### src/rtl/synth_cfg_pkg.sv
package synth_cfg_pkg;
   typedef enum logic [1:0] {
      TGT_NONE = 2'd0,
      TGT_PRI  = 2'd1,
      TGT_SHD  = 2'd2,
      TGT_ENH  = 2'd3
   } tgt_e;

   // positions of the inputs inside the synchronizer bank
   localparam int IX_SCLK = 0;
   localparam int IX_SDAT = 1;
   localparam int IX_SWR  = 2;
   localparam int IX_EWE  = 3;
   localparam int IX_ENHN = 4;
   localparam int IX_FSEL = 5;
   localparam int IX_PLD  = 6;
   localparam int N_ASYNC = 7;
endpackage

### src/rtl/synth_cfg_sync.sv
module synth_cfg_sync #(
   parameter int N      = 1,
   parameter int STAGES = 2
) (
   input  logic         clk_i,
   input  logic         rst_ni,
   input  logic [N-1:0] async_i,
   output logic [N-1:0] sync_o
);
   localparam int LAST = STAGES - 1;

   if (STAGES < 2) begin : g_bad_stages
      $error("synth_cfg_sync: STAGES must be at least 2");
   end
   if (N < 1) begin : g_bad_n
      $error("synth_cfg_sync: N must be at least 1");
   end

   logic [STAGES-1:0][N-1:0] stage_q;

   always_ff @(posedge clk_i or negedge rst_ni) begin
      if (!rst_ni) begin
         stage_q <= '0;
      end else begin
         stage_q[0] <= async_i;
         for (int s = 1; s < STAGES; s++) begin
            stage_q[s] <= stage_q[s-1];
         end
      end
   end

   assign sync_o = stage_q[LAST];
endmodule

### src/rtl/synth_cfg_shreg.sv
module synth_cfg_shreg #(
   parameter int W         = 20,
   parameter bit LSB_FIRST = 1'b1
) (
   input  logic         clk_i,
   input  logic         rst_ni,
   input  logic         shift_i,
   input  logic         din_i,
   input  logic         load_i,
   input  logic [W-1:0] load_val_i,
   output logic [W-1:0] q_o
);
   if (W < 2) begin : g_bad_w
      $error("synth_cfg_shreg: W must be at least 2");
   end

   logic [W-1:0] next_shift;

   if (LSB_FIRST) begin : g_lsb_first
      // new bit enters at the top and walks down to bit 0
      assign next_shift = {din_i, q_o[W-1:1]};
   end else begin : g_msb_first
      assign next_shift = {q_o[W-2:0], din_i};
   end

   always_ff @(posedge clk_i or negedge rst_ni) begin
      if (!rst_ni) begin
         q_o <= '0;
      end else if (load_i) begin
         q_o <= load_val_i;
      end else if (shift_i) begin
         q_o <= next_shift;
      end
   end
endmodule

### src/rtl/synth_cfg_ctrl.sv
module synth_cfg_ctrl
   import synth_cfg_pkg::*;
(
   input  logic clk_i,
   input  logic rst_ni,
   input  logic sclk_s_i,
   input  logic swr_s_i,
   input  logic ewe_s_i,
   input  logic enhn_s_i,
   input  logic pld_s_i,
   output tgt_e tgt_o,
   output logic pri_sh_o,
   output logic shd_sh_o,
   output logic enh_sh_o,
   output logic sec_cp_o,
   output logic shd_ld_o
);
   logic sclk_q, swr_q, pld_q;
   logic sclk_rise;

   always_ff @(posedge clk_i or negedge rst_ni) begin
      if (!rst_ni) begin
         sclk_q <= 1'b0;
         swr_q  <= 1'b0;
         pld_q  <= 1'b0;
      end else begin
         sclk_q <= sclk_s_i;
         swr_q  <= swr_s_i;
         pld_q  <= pld_s_i;
      end
   end

   assign sclk_rise = sclk_s_i & ~sclk_q;
   assign sec_cp_o  = swr_s_i & ~swr_q;
   assign shd_ld_o  = pld_s_i & ~pld_q;

   always_comb begin
      unique case ({ewe_s_i, swr_s_i})
         2'b00:   tgt_o = TGT_PRI;
         2'b01:   tgt_o = TGT_SHD;
         2'b10:   tgt_o = enhn_s_i ? TGT_NONE : TGT_ENH;
         default: tgt_o = TGT_NONE;
      endcase
   end

   assign pri_sh_o = sclk_rise && (tgt_o == TGT_PRI);
   // a parallel load in the same cycle takes precedence over a shadow shift
   assign shd_sh_o = sclk_rise && (tgt_o == TGT_SHD) && !shd_ld_o;
   assign enh_sh_o = sclk_rise && (tgt_o == TGT_ENH);
endmodule

### src/rtl/synth_cfg_port.sv
module synth_cfg_port
   import synth_cfg_pkg::*;
#(
   parameter int WORD_W         = 20,
   parameter int ENH_W          = 8,
   parameter int SYNC_STAGES    = 2,
   parameter int RDBK_BIT       = 0,
   parameter bit FSEL_HI_SHADOW = 1'b1
) (
   input  logic              clk_i,
   input  logic              rst_ni,
   input  logic              ser_clk_i,
   input  logic              ser_dat_i,
   input  logic              sec_wr_i,
   input  logic              enh_we_i,
   input  logic              enh_mode_ni,
   input  logic              fsel_i,
   input  logic              pload_i,
   output logic [WORD_W-1:0] div_word_o,
   output logic [ENH_W-1:0]  enh_word_o,
   output logic              dout_o
);
   if (WORD_W < 2) begin : g_bad_word
      $error("synth_cfg_port: WORD_W must be at least 2");
   end
   if (ENH_W < 2) begin : g_bad_enh
      $error("synth_cfg_port: ENH_W must be at least 2");
   end
   if (RDBK_BIT < 0 || RDBK_BIT >= ENH_W) begin : g_bad_rdbk
      $error("synth_cfg_port: RDBK_BIT outside the enhancement word");
   end

   logic [N_ASYNC-1:0] raw, syn;
   logic sdat_s, enhn_s, fsel_s;
   tgt_e tgt;
   logic pri_sh, shd_sh, enh_sh, sec_cp, shd_ld;
   logic [WORD_W-1:0] pri_q, sec_q, shd_q;
   logic [ENH_W-1:0]  enh_q;
   logic rdbk_en;

   always_comb begin
      raw          = '0;
      raw[IX_SCLK] = ser_clk_i;
      raw[IX_SDAT] = ser_dat_i;
      raw[IX_SWR]  = sec_wr_i;
      raw[IX_EWE]  = enh_we_i;
      raw[IX_ENHN] = enh_mode_ni;
      raw[IX_FSEL] = fsel_i;
      raw[IX_PLD]  = pload_i;
   end

   synth_cfg_sync #(.N(N_ASYNC), .STAGES(SYNC_STAGES)) u_sync (
      .clk_i   (clk_i),
      .rst_ni  (rst_ni),
      .async_i (raw),
      .sync_o  (syn)
   );

   assign sdat_s = syn[IX_SDAT];
   assign enhn_s = syn[IX_ENHN];
   assign fsel_s = syn[IX_FSEL];

   synth_cfg_ctrl u_ctrl (
      .clk_i    (clk_i),
      .rst_ni   (rst_ni),
      .sclk_s_i (syn[IX_SCLK]),
      .swr_s_i  (syn[IX_SWR]),
      .ewe_s_i  (syn[IX_EWE]),
      .enhn_s_i (enhn_s),
      .pld_s_i  (syn[IX_PLD]),
      .tgt_o    (tgt),
      .pri_sh_o (pri_sh),
      .shd_sh_o (shd_sh),
      .enh_sh_o (enh_sh),
      .sec_cp_o (sec_cp),
      .shd_ld_o (shd_ld)
   );

   synth_cfg_shreg #(.W(WORD_W), .LSB_FIRST(1'b1)) u_pri (
      .clk_i      (clk_i),
      .rst_ni     (rst_ni),
      .shift_i    (pri_sh),
      .din_i      (sdat_s),
      .load_i     (1'b0),
      .load_val_i ('0),
      .q_o        (pri_q)
   );

   synth_cfg_shreg #(.W(WORD_W), .LSB_FIRST(1'b1)) u_shd (
      .clk_i      (clk_i),
      .rst_ni     (rst_ni),
      .shift_i    (shd_sh),
      .din_i      (sdat_s),
      .load_i     (shd_ld),
      .load_val_i (sec_q),
      .q_o        (shd_q)
   );

   synth_cfg_shreg #(.W(ENH_W), .LSB_FIRST(1'b1)) u_enh (
      .clk_i      (clk_i),
      .rst_ni     (rst_ni),
      .shift_i    (enh_sh),
      .din_i      (sdat_s),
      .load_i     (1'b0),
      .load_val_i ('0),
      .q_o        (enh_q)
   );

   // holding register: written only on a word-write rising edge
   always_ff @(posedge clk_i or negedge rst_ni) begin
      if (!rst_ni) begin
         sec_q <= '0;
      end else if (sec_cp) begin
         sec_q <= pri_q;
      end
   end

   if (FSEL_HI_SHADOW) begin : g_mux_hi_shadow
      assign div_word_o = fsel_s ? shd_q : sec_q;
   end else begin : g_mux_hi_holding
      assign div_word_o = fsel_s ? sec_q : shd_q;
   end

   assign enh_word_o = enhn_s ? '0 : enh_q;
   assign rdbk_en    = !enhn_s && enh_q[RDBK_BIT];
   assign dout_o     = rdbk_en & shd_q[0];
endmodule

### config.mk
export PLATFORM = sky130hd
export DESIGN_NAME = synth_cfg_port
export DESIGN_NICKNAME = d
export VERILOG_FILES = /design/src/rtl/synth_cfg_pkg.sv /design/src/rtl/synth_cfg_sync.sv /design/src/rtl/synth_cfg_shreg.sv /design/src/rtl/synth_cfg_ctrl.sv /design/src/rtl/synth_cfg_port.sv
export SDC_FILE = /design/constraint.sdc
export NUM_CORES = 1
export LEC_CHECK = 0
export ABC_AREA = 1
export BUFFER_PORTS_ARGS = -buffer_cell sky130_fd_sc_hd__clkbuf_2
export CAP_MARGIN = 20
export CORE_MARGIN = 3
export CORE_UTILIZATION = 58
export DETAILED_ROUTE_END_ITERATION = 16
export GPL_ROUTABILITY_DRIVEN = 0
export GPL_TIMING_DRIVEN = 0
export PLACE_DENSITY = 0.78
export SYNTH_ARGS = -nofsm -noshare
export SYNTH_HDL_FRONTEND = slang
export SYNTH_HIERARCHICAL = 1
export SYNTH_SLANG_ARGS = --single-unit
### constraint.sdc
create_clock -name clk_i -period 1.8 [get_ports clk_i]
set_input_delay 0.18 -clock clk_i [delete_from_list [all_inputs] [get_ports clk_i]]
set_output_delay 0.18 -clock clk_i [all_outputs]
set_load 0.1 [all_outputs]
# Word level (Yosys, flattened, before mapping)
# Index checks and enable logic that the tools add are counted.
# W data, S select, Z words.
[op_classes] add_sub_neg=0 n_mul=0 div=0 order_cmp=0 eq_ne=5 n_shift=0 n_mux=6 bitwise=7 n_reduce_logical=9
[ops] cell="$mux W20" n=3
[ops] cell="$mux W8" n=1
[ops] cell="$eq A2 B2 Y1 const B" n=3
[ops] cell="$pmux W2 S3" n=1
[ops] cell="$logic_and A1 B1 Y1" n=5
[ops] cell="$and A1 B1 Y1" n=4
[ops] cell="$eq A2 B1 Y1 const B" n=2
[ops] cell="$not A1 Y1" n=3
[ops] cell="$logic_not A1 Y1" n=2
[ops] cell="$logic_not A2 Y1" n=1
[ops] cell="$mux W2" n=1
[ops] cell="$reduce_bool A2 Y1" n=1
[totals] regBits=85 latch_bits=0 mem_bits_rw=0 rom_bits=0 input_bits=9 word_cells=36 n_memories=0

# Longest topological paths before layout
# Gate-level depths: netlist of run 1.
[depth] ltp_word=7 ltp_mapped=9 mapped_depth_nobuf=7

# Modules after synthesis
# Netlist of run 1, hierarchy kept.
[modules_own_cells] mod="synth_cfg_shreg at u_pri ..." instances=2 cells_each=110 area_per_inst_um2=930.9
[modules_own_cells] mod="synth_cfg_port" instances=1 cells_each=171 area_per_inst_um2=1113.6
[modules_own_cells] mod="synth_cfg_sync" instances=1 cells_each=21 area_per_inst_um2=402.9
[modules_own_cells] mod="synth_cfg_shreg at u_enh" instances=1 cells_each=44 area_per_inst_um2=374.1
[modules_own_cells] mod="synth_cfg_ctrl" instances=1 cells_each=20 area_per_inst_um2=145.1

# Least setup slack after synthesis of run 1
# Ideal clock, no wire load.
[synth_timing] kind="flip-flop to output port" start="register u_sync.stage_q, in the netlist u_sync/sync_o[4]" end="output port dout_o" arrival_time_ps=1963 required_ps=1620 slack_ps=-343 path_stages_with_launch=6 path_buffers=2 path_cell_list="dfrtp_1 buf_4 buf_2 inv_1 nand2_1 nor2_1"
[synth_via] elab_chain_len=3
[synth_lines] item="from (decl)" line="synth_cfg_sync.sv:19" text="logic [STAGES-1:0][N-1:0] stage_q;"
[synth_lines] item="from (signal, indexed assignment)" line="synth_cfg_sync.sv:27" text="stage_q[s] <= stage_q[s-1];"
[synth_lines] item="$logic_not A1 Y1" line="synth_cfg_port.sv:125" text="assign rdbk_en = !enhn_s && enh_q[RDBK_BIT];"
[synth_lines] item="$logic_and A1 B1 Y1" line="synth_cfg_port.sv:125"
[synth_lines] item="$and A1 B1 Y1" line="synth_cfg_port.sv:126" text="assign dout_o = rdbk_en & shd_q[0];"
[synth_lines] item="to (decl)" line="synth_cfg_port.sv:21" text="output logic dout_o"
# Every way passes these cells.

# Worst setup path in the final report of run 1
[layout_timing] start="register u_sync.stage_q, in the netlist u_sync/sync_o[4]" end="output port enh_word_o[3]"
[layout_via] elab_chain_len=1
[layout_lines] item="$mux W8" line="synth_cfg_port.sv:124" text="assign enh_word_o = enhn_s ? '0 : enh_q;"
[layout_lines] item="to (decl)" line="synth_cfg_port.sv:20" text="output logic [ENH_W-1:0] enh_word_o,"
# Every way passes these cells.

==> results of run 1 <==
-- how the worst max path moves through the flow --
stage | startpoint | endpoint | slack [ns] | cells past startpoint
2_1_floorplan | u_sync/sync_o[4] | enh_word_o[1] | -0.26 | 3
3_3_place_gp | rst_ni | u_pri/q_o[12] | -0.35 | 1
3_5_place_dp | u_sync/sync_o[4] | dout_o | 0.34 | 6
4_1_cts | u_sync/sync_o[4] | enh_word_o[3] | 0.01 | 4
5_1_grt | u_sync/sync_o[4] | enh_word_o[5] | 0.0004 | 4
6_report | u_sync/sync_o[4] | enh_word_o[3] | 0.05 | 4
-- repair_timing --
action / in CTS / in global routing
setup buffers: 0 / 0
endpoints found under the hold margin: 29 / 0
hold buffers: 8 / 0
setup endpoints to repair: 22 / 5
cloned: 0 / 0
pin swaps: 0 / 0
resized for setup: 22 / 5
-- power groups by stage --
stage	Combinational [uW]	Clock [uW]	Sequential (uW)
3_5_place_dp	1280	0	2360
2_1_floorplan	1080	0	2300
5_1_grt	1440	1450	2360
3_3_place_gp	1250	0	2350
6_report	1340	1350	2330
4_1_cts	1330	1380	2320
-- placed cells by master (no fill, tap or decap), drive strengths merged --
master       instances
conb                33
clkbuf              43
buf                 40
nand3               96
dlygate4sd3          8
clkinv               3
dfrtp               85
or2                  1
nor2                17
bufinv               1
clkinvlp             1
inv                 19
nand2              221
-- through the flow --
| stage | instance area (um^2) | util, % |
|---|---|---|
| floorplan | 4010 | - |
| global placement | 4290 | 66.8 |
| detailed placement | 4320 | 67.3 |
| CTS | 4660 | 72.6 |
| global route | 4660 | 72.6 |
| finish | 4660 | 72.6 |
-- state kept, by name, indices dropped and copies added, names as in the netlist --
| signal | cells |
|---|---|
| sec_q | 20 |
| u_ctrl/pld_q | 1 |
| u_ctrl/sclk_q | 1 |
| u_ctrl/swr_q | 1 |
| u_enh/q_o | 8 |
| u_pri/q_o | 20 |
| u_shd/q_o | 20 |
| u_sync/stage_q | 7 |
| u_sync/sync_o | 7 |
-- routing by layer --
layer / GRT usage, % / up-vias / part of all wire (%)
li1: - / 1627 / -
met1: 33.4 / 1456 / 48
met2: 33.6 / 91 / 46
met3: 3.57 / 10 / 4.2
met4: 8.93 / 0 / 1.2
met5: 0 / - / 0
-- area by class of cell --
type,count,area (um^2)
Multi-Input combinational cell,368,1530
Timing Repair Buffer,46,350
Buffer,34,282
Sequential cell,85,2130
Tap cell,77,96.3
Clock inverter,5,60.1
Fill cell,498,1760
Clock buffer,11,141
Inverter,19,71.3
-- critical path, stage by stage, from the launching register on --
cell	delay [ns]
dfrtp_1	0.36
buf_4	0.13
buf_2	0.16
nor2_1	0.13
buf_2	0.44
==> metrics.txt, run 1 <==
# IOs=38; Fin. Hold Viols=0; critical path type=flop to output port; CP endpoint kind=output port; warning count from the yosys run=6; DP HPWL=5500 um; unrepaired setup endpoints after global routing=false; largest net degree at the start of global routing=64; final wirelength=7970 um; Final min period=1.75 ns; Cells after Synth=~470; Setup violations, final=0; crit start category=flop; H-tree Lvls=3; switching share of power=37.3%; share of cells above drive strength 1=17.4%; power density over cell area=around 1100 nW/um^2; Power Internal=3140 uW; row count=29; Reg2Reg Depth=7; clock sink count=85; vias=3,184; status=finished clean; actual slew at the worst max-slew pin=0.542 ns; mean area per synthesized cell=8.20 um^2; setup ws final=0.0480 ns; CP Data Required Time=1.62 ns; Highest Clock Rate=0.571 GHz; clk_lat worst skew=about 0.35 ns; gr ovfl total=0; Post-DRT Antenna Nets=0; reg2reg end=u_shd/q_o[16]; CTS max path bufs=2; max cap viols=0; Sw Pwr=1870 uW; reg2reg start=u_sync/sync_o[6]; power share of the clock group=between 20% and 30%; initial core utilization=60.5%; setup_tns=0 ns; vias in the first global route=2,895; part of the power in registers=a little under half; clock slew at reported path FFs=about 0.10 ns; first-pass GRT wire length=about 14,000 um; slew margin rel.=64.0%; # nets final=572; First-pass DRT Iterations=5; DR WL/cell=~12 um; clock root buffer=clkbuf_8; area of the core=6420 um^2; Combinational Power Share=26.7%; port bufs=37; Max VDD drop=535 uV; post-placement cell count=621; cell leakage power=0.00246 uW; Clock Skew=0.0167 ns; initial antenna violation count=0; Mapped Area=3890 um^2; Die Span X=87.9 um; Vert. Die Dim=87.9 um; final period utilization=between 90% and 100%; antenna cells=0; Hold WS=0.317 ns; Num CTS Buffers=9; DRC=0; worst-path maximum fanout=8; Detailed Route Iter0 Violations=243; GRT Overall Usage=22.6%; fin. max-slew vios=0; fin cells=645; dpl ws=0.336 ns; FF-to-FF setup slack=0.37 ns; HP Class=primary input to asynchronous set/reset pin; total power=5020 uW; die area=about 7700 um^2; Area growth syn-to-layout=19.8%; arrival time worst endpoint=1.57 ns; CTS tree=done; DR vias/cell=between 4 and 5
No activity file was read; power rests on OpenSTA's default activity.
==> run 2: changes to the inputs <==
--- a/config.mk
+++ b/config.mk
@@ -14,6 +14,7 @@
 export GPL_ROUTABILITY_DRIVEN = 0
 export GPL_TIMING_DRIVEN = 0
 export PLACE_DENSITY = 0.78
+export RECOVER_POWER = 50
 export SYNTH_ARGS = -nofsm -noshare
 export SYNTH_HDL_FRONTEND = slang
 export SYNTH_HIERARCHICAL = 1
==> metrics.txt, run 2 (same netlist as run 1, synthesis figures left out) <==
cell leakage power=0.00246 uW (-0.18%); Combinational Power Share=26.6% (about the same); most frequent cells in the layout=nand2_1 (221), nand3_1 (94), dfrtp_1 (85), conb_1 (33), clkbuf_4 (24); CP Data Required Time=1.62 ns (about the same); unrepaired setup endpoints after global routing=false; DR vias/cell=4.96 (+0.57%); Num CTS Buffers=9 (unchanged); initial core utilization=60.5% (unchanged); vias=3,202 (+0.57%); Fin. Hold Viols=0 (unchanged); slew margin rel.=57.2% (-6.8 points); worst-path maximum fanout=8 (unchanged); most common cell after layout, fill and taps aside=nand2_1; CP endpoint kind=output port; max cap viols=0 (unchanged); share of cells above drive strength 1=17.3% (-0.18 points); final wirelength=7990 um (+0.21%); Highest Clock Rate=0.573 GHz (+0.45%); Regs by FF count=sec_q: 20 flops, u_pri/q_o: 20 flops, u_shd/q_o: 20 flops; clock slew at reported path FFs=0.08 ns (-0.02 ns); actual slew at the worst max-slew pin=0.642 ns (+0.100 ns); Max VDD drop=539 uV (+0.68%); Reg2Reg Depth=8 (+1); Final min period=1.74 ns (-0.00782 ns); DRC=0 (unchanged); CTS tree=done; Finished Cell Area=4650 um^2 (-0.13%); area of the core=6420 um^2 (unchanged); antenna cells=0 (unchanged); clk_lat worst skew=0.36 ns (about the same); port bufs=37 (unchanged); DR WL/cell=12.4 um (+0.21%); HP Class=flop to flop; Clock Skew=0.0179 ns (+0.00118 ns); critical path type=flop to output port; clock sink count=85 (unchanged); status=finished clean; Area growth syn-to-layout=19.7%; largest net degree at the start of global routing=64 (unchanged); Post-DRT Antenna Nets=0 (unchanged); row count=29 (unchanged); crit start category=flop; gr ovfl total=0 (unchanged); total power=5020 uW (+0.10%); initial antenna violation count=0 (unchanged); Sw Pwr=1880 uW (+0.36%); final period utilization=96.9% (-0.43 points); Detailed Route Iter0 Violations=202 (-17%); GRT Overall Usage=22.6% (unchanged); arrival time worst endpoint=1.56 ns (about the same); Vert. Die Dim=87.9 um (unchanged); part of the power in registers=46.3% (about the same); vias in the first global route=2,895 (unchanged); DP HPWL=5500 um (unchanged); clock root buffer=clkbuf_8; power density over cell area=1080 nW/um^2 (+0.23%); Cell Area, Placed=4320 um^2 (unchanged); CTS max path bufs=2 (unchanged); first-pass GRT wire length=13,600 um (unchanged); H-tree Lvls=3 (unchanged); fin cells=645 (unchanged); Power Internal=3140 uW (about the same); worst hold stages=0; post-placement cell count=621 (unchanged); die area=7720 um^2 (unchanged); Setup violations, final=0 (unchanged); # nets final=572 (unchanged); fin. max-slew vios=0 (unchanged); # IOs=38 (unchanged); Die Span X=87.9 um (unchanged); First-pass DRT Iterations=5 (unchanged); power share of the clock group=27.1% (about the same); switching share of power=37.4% (+0.096 points)
-- run 2: changes by cell type in the layout (fill, tap and decap cells not counted), sizes merged --
cell,delta
clkbuf,+3
buf,-3
-- run 2: worst paths after layout --
kind / startpoint / endpoint / slack (ns)
setup / recovery: u_sync/sync_o[4] / enh_word_o[2] / 0.06
hold / removal: u_sync/stage_q[1] / u_sync/sync_o[1] / 0.35
setup reg to reg: u_sync/sync_o[2] / u_shd/q_o[15] / 0.31
hold reg to reg: u_sync/stage_q[1] / u_sync/sync_o[1] / 0.35
max in group asynchronous: rst_ni / u_pri/q_o[17] / 0.66
min in group asynchronous: rst_ni / u_enh/q_o[2] / 0.40
-- run 2: timing repair --
| item | CTS | global route |
|---|---|---|
| setup buffers | 0 | 0 |
| endpoints found under the setup margin | 22 | 5 |
| hold buffers | 8 | 0 |
| resized for setup | 22 | 5 |
| endpoints found under the hold margin | 29 | 0 |
-- run 2: power by group through the flow --
| stage | clock (uW) | combinational, uW | sequential [uW] |
|---|---|---|---|
| global route | 1450 | 1440 | 2360 |
| detailed placement | 0 | 1280 | 2360 |
| CTS | 1380 | 1330 | 2320 |
| global placement | 0 | 1250 | 2350 |
| floorplan | 0 | 1080 | 2300 |
| finish | 1360 | 1340 | 2330 |
-- run 2: worst max-delay path, stage by stage, from the launching register on --
cell and delay [ns]:
dfrtp_1 0.36, buf_4 0.13, buf_2 0.16, nor2_1 0.11
clkbuf_2 0.46
-- run 2: stage by stage --
step                hold WS, ns  worst slack [ns]  util [%]  setup TNS [ns]
finish                    0.353            0.0558      72.5               0
global route              0.358          0.000383      72.5               0
CTS                       0.285            0.0113      72.6               0
detailed placement        0.135             0.336      67.3               0
global placement          0.288            -0.349      66.8          -29.21
floorplan                -0.116            -0.259         -           -1.81
-- run 2: per-layer routing --
layer	routed length, um	share of wire [%]	GRT usage (%)
met2	3690	46	33.6
met5	0	0	0
met3	346	4.3	3.57
met4	79	0.99	8.93
met1	3870	48	33.4
-- run 2: cell type report --
cell class,instances,area [um^2]
tap,77,96.3
fill,501,1770
clock buffer,11,141
inverter,19,71.3
multi-input combinational,368,1530
sequential,85,2130
timing repair buffer,46,348
buffer,34,278
clock inverter,5,60.1
==> run 3: changes to the inputs <==
--- a/config.mk
+++ b/config.mk
@@ -5,7 +5,6 @@
 export SDC_FILE = /design/constraint.sdc
 export NUM_CORES = 1
 export LEC_CHECK = 0
-export ABC_AREA = 1
 export BUFFER_PORTS_ARGS = -buffer_cell sky130_fd_sc_hd__clkbuf_2
 export CAP_MARGIN = 20
 export CORE_MARGIN = 3
==> metrics.txt, run 3 <==
Max VDD drop=670 uV (+24%); Detailed Route Iter0 Violations=120 (-41%); most frequent cells in the layout=dfrtp_1 (85), mux2i_1 (48), nand2_1 (48), o21ai_1 (44), mux2_4 (40); gr ovfl total=0 (unchanged); fillcell total=466 (-7.0%); vias in the first global route=2,485 (-14%); Reg2Reg Depth=5 (-3); met1 Use GR=25.8% (-7.6 points); slew margin rel.=13.5% (-44 points); Critical Path Sink=div_word_o[15]; FF-to-FF setup slack=0.16 ns (-0.15 ns); reg2reg end=u_shd/q_o[14]; fin cells=488 (-24%); clock sink count=85 (unchanged); Fin. Hold Viols=0 (unchanged); total power=5390 uW (+7.2%); vias=2,484 (-22%); Hold WS=0.348 ns (-0.00476 ns); max cap viols=0 (unchanged); CP endpoint kind=output port; CTS tree=done; Regs by FF count=sec_q: 20 flops, u_pri/q_o: 20 flops, u_shd/q_o: 20 flops; Num CTS Buffers=9 (unchanged); row count=29 (unchanged); crit start category=flop; critical path type=flop to output port; die area=7840 um^2 (+1.5%); antenna cells=0 (unchanged); Vert. Die Dim=88.6 um (+0.76%); DP HPWL=4740 um (-14%); area of the core=6460 um^2 (+0.56%); GRT Overall Usage=19.9% (-2.7 points); HP Class=flop to flop; # IOs=38 (unchanged); port bufs=37 (unchanged); cell leakage power=0.00214 uW (-13%); share of cells above drive strength 1=28.5% (+11 points); CTS max path bufs=2 (unchanged); clk_lat worst skew=0.35 ns (about the same); DR WL/cell=14.2 um (+15%); Highest Clock Rate=0.577 GHz (+0.57%); actual slew at the worst max-slew pin=1.30 ns (+0.655 ns); final period utilization=96.3% (-0.55 points); Mapped Area=3950 um^2 (+1.6%); met2 Usage GRT=32.7% (-0.93 points); arrival time worst endpoint=1.55 ns (about the same); worst-path maximum fanout=10 (+2); Multi-input gate area=1780 um^2 (+16%); worst hold stages=0 (unchanged); storage element area=2130 um^2 (unchanged); Cells after Synth=312 (-34%); power density over cell area=1140 nW/um^2 (+5.7%); initial core utilization=61.2% (+0.65 points); DR vias/cell=5.09 (+2.5%); Setup violations, final=0 (unchanged); status=finished clean; CP Data Required Time=1.62 ns (about the same); Area growth syn-to-layout=19.5%; Die Span X=88.6 um (+0.76%); clock slew at reported path FFs=0.07 ns (about the same); mean area per synthesized cell=12.7 um^2 (+54%); initial antenna violation count=0 (unchanged); unrepaired setup endpoints after global routing=false; Clock Skew=0.0117 ns (-0.00624 ns); clock root buffer=clkbuf_8; warning count from the yosys run=6 (unchanged); # nets final=416 (-27%); fin. max-slew vios=0 (unchanged); final wirelength=6930 um (-13%); First-pass DRT Iterations=4 (-1); post-placement cell count=465 (-25%); DRC=0 (unchanged); Post-DRT Antenna Nets=0 (unchanged); busiest grt layer=met2; crit path from=u_sync/sync_o[5]; H-tree Lvls=3 (unchanged); Final min period=1.73 ns (-0.00992 ns); first-pass GRT wire length=11,800 um (-13%); most common cell after layout, fill and taps aside=dfrtp_1; reg2reg start=u_sync/sync_o[6]; met3 usage in global routing=5.87% (+2.3 points); largest net degree at the start of global routing=64 (unchanged)
## run 3: layer usage
layer  wire length [um]  share of wire, %
met1               3360                48
met2               3270                47
met3                228               3.3
met4                 75               1.1
met5                  0                 0
## run 3: how the worst min path moves through the flow
| stage | to | from |
|---|---|---|
| floorplan | sec_q[0] | rst_ni |
| global placement | u_sync/stage_q[6] | pload_i |
| detailed placement | u_sync/sync_o[0] | rst_ni |
| CTS | u_enh/q_o[7] | rst_ni |
| global route | u_sync/sync_o[1] | u_sync/stage_q[1] |
| finish | u_sync/sync_o[4] | u_sync/stage_q[4] |
## run 3: timing repair
action / CTS / global route
hold buffers: 8 / 0
hold endpoints to repair: 29 / 0
resized for setup: 21 / 21
setup endpoints to repair: 40 / 25
gates cloned: 0 / 0
setup buffers: 0 / 0
## run 3: through the flow
step / utilization (%) / TNS, ns / worst slack (ns) / instance area [um^2]
2_1_floorplan: - / -1.72 / -0.215 / 4100
3_3_place_gp: 67.8 / -30.66 / -0.356 / 4380
3_5_place_dp: 68.2 / -1.49 / -0.105 / 4410
4_1_cts: 73.1 / 0 / 0.00751 / 4720
5_1_grt: 73.1 / 0 / 0.0211 / 4720
6_report: 73.1 / 0 / 0.0657 / 4720
## run 3: critical path, cell delays in order (launching register included)
cell     delay, ns
dfrtp_1       0.37
buf_4         0.14
buf_6         0.15
mux2_4        0.31
buf_4         0.23
## run 3: final cells by class
cell class / count / area share, %
clock buffer: 14 / 3.66
multi-input combinational: 239 / 37.6
sequential: 85 / 45.0
clock inverter: 1 / 0.106
timing repair buffer: 46 / 7.23
buffer: 25 / 4.21
inverter: 1 / 0.0795
tap: 77 / 2.04
## run 3: where the power goes
group	internal (uW)	switching, uW
clock network	607	603
registers	2170	225
logic	581	1200
total	3360	2020
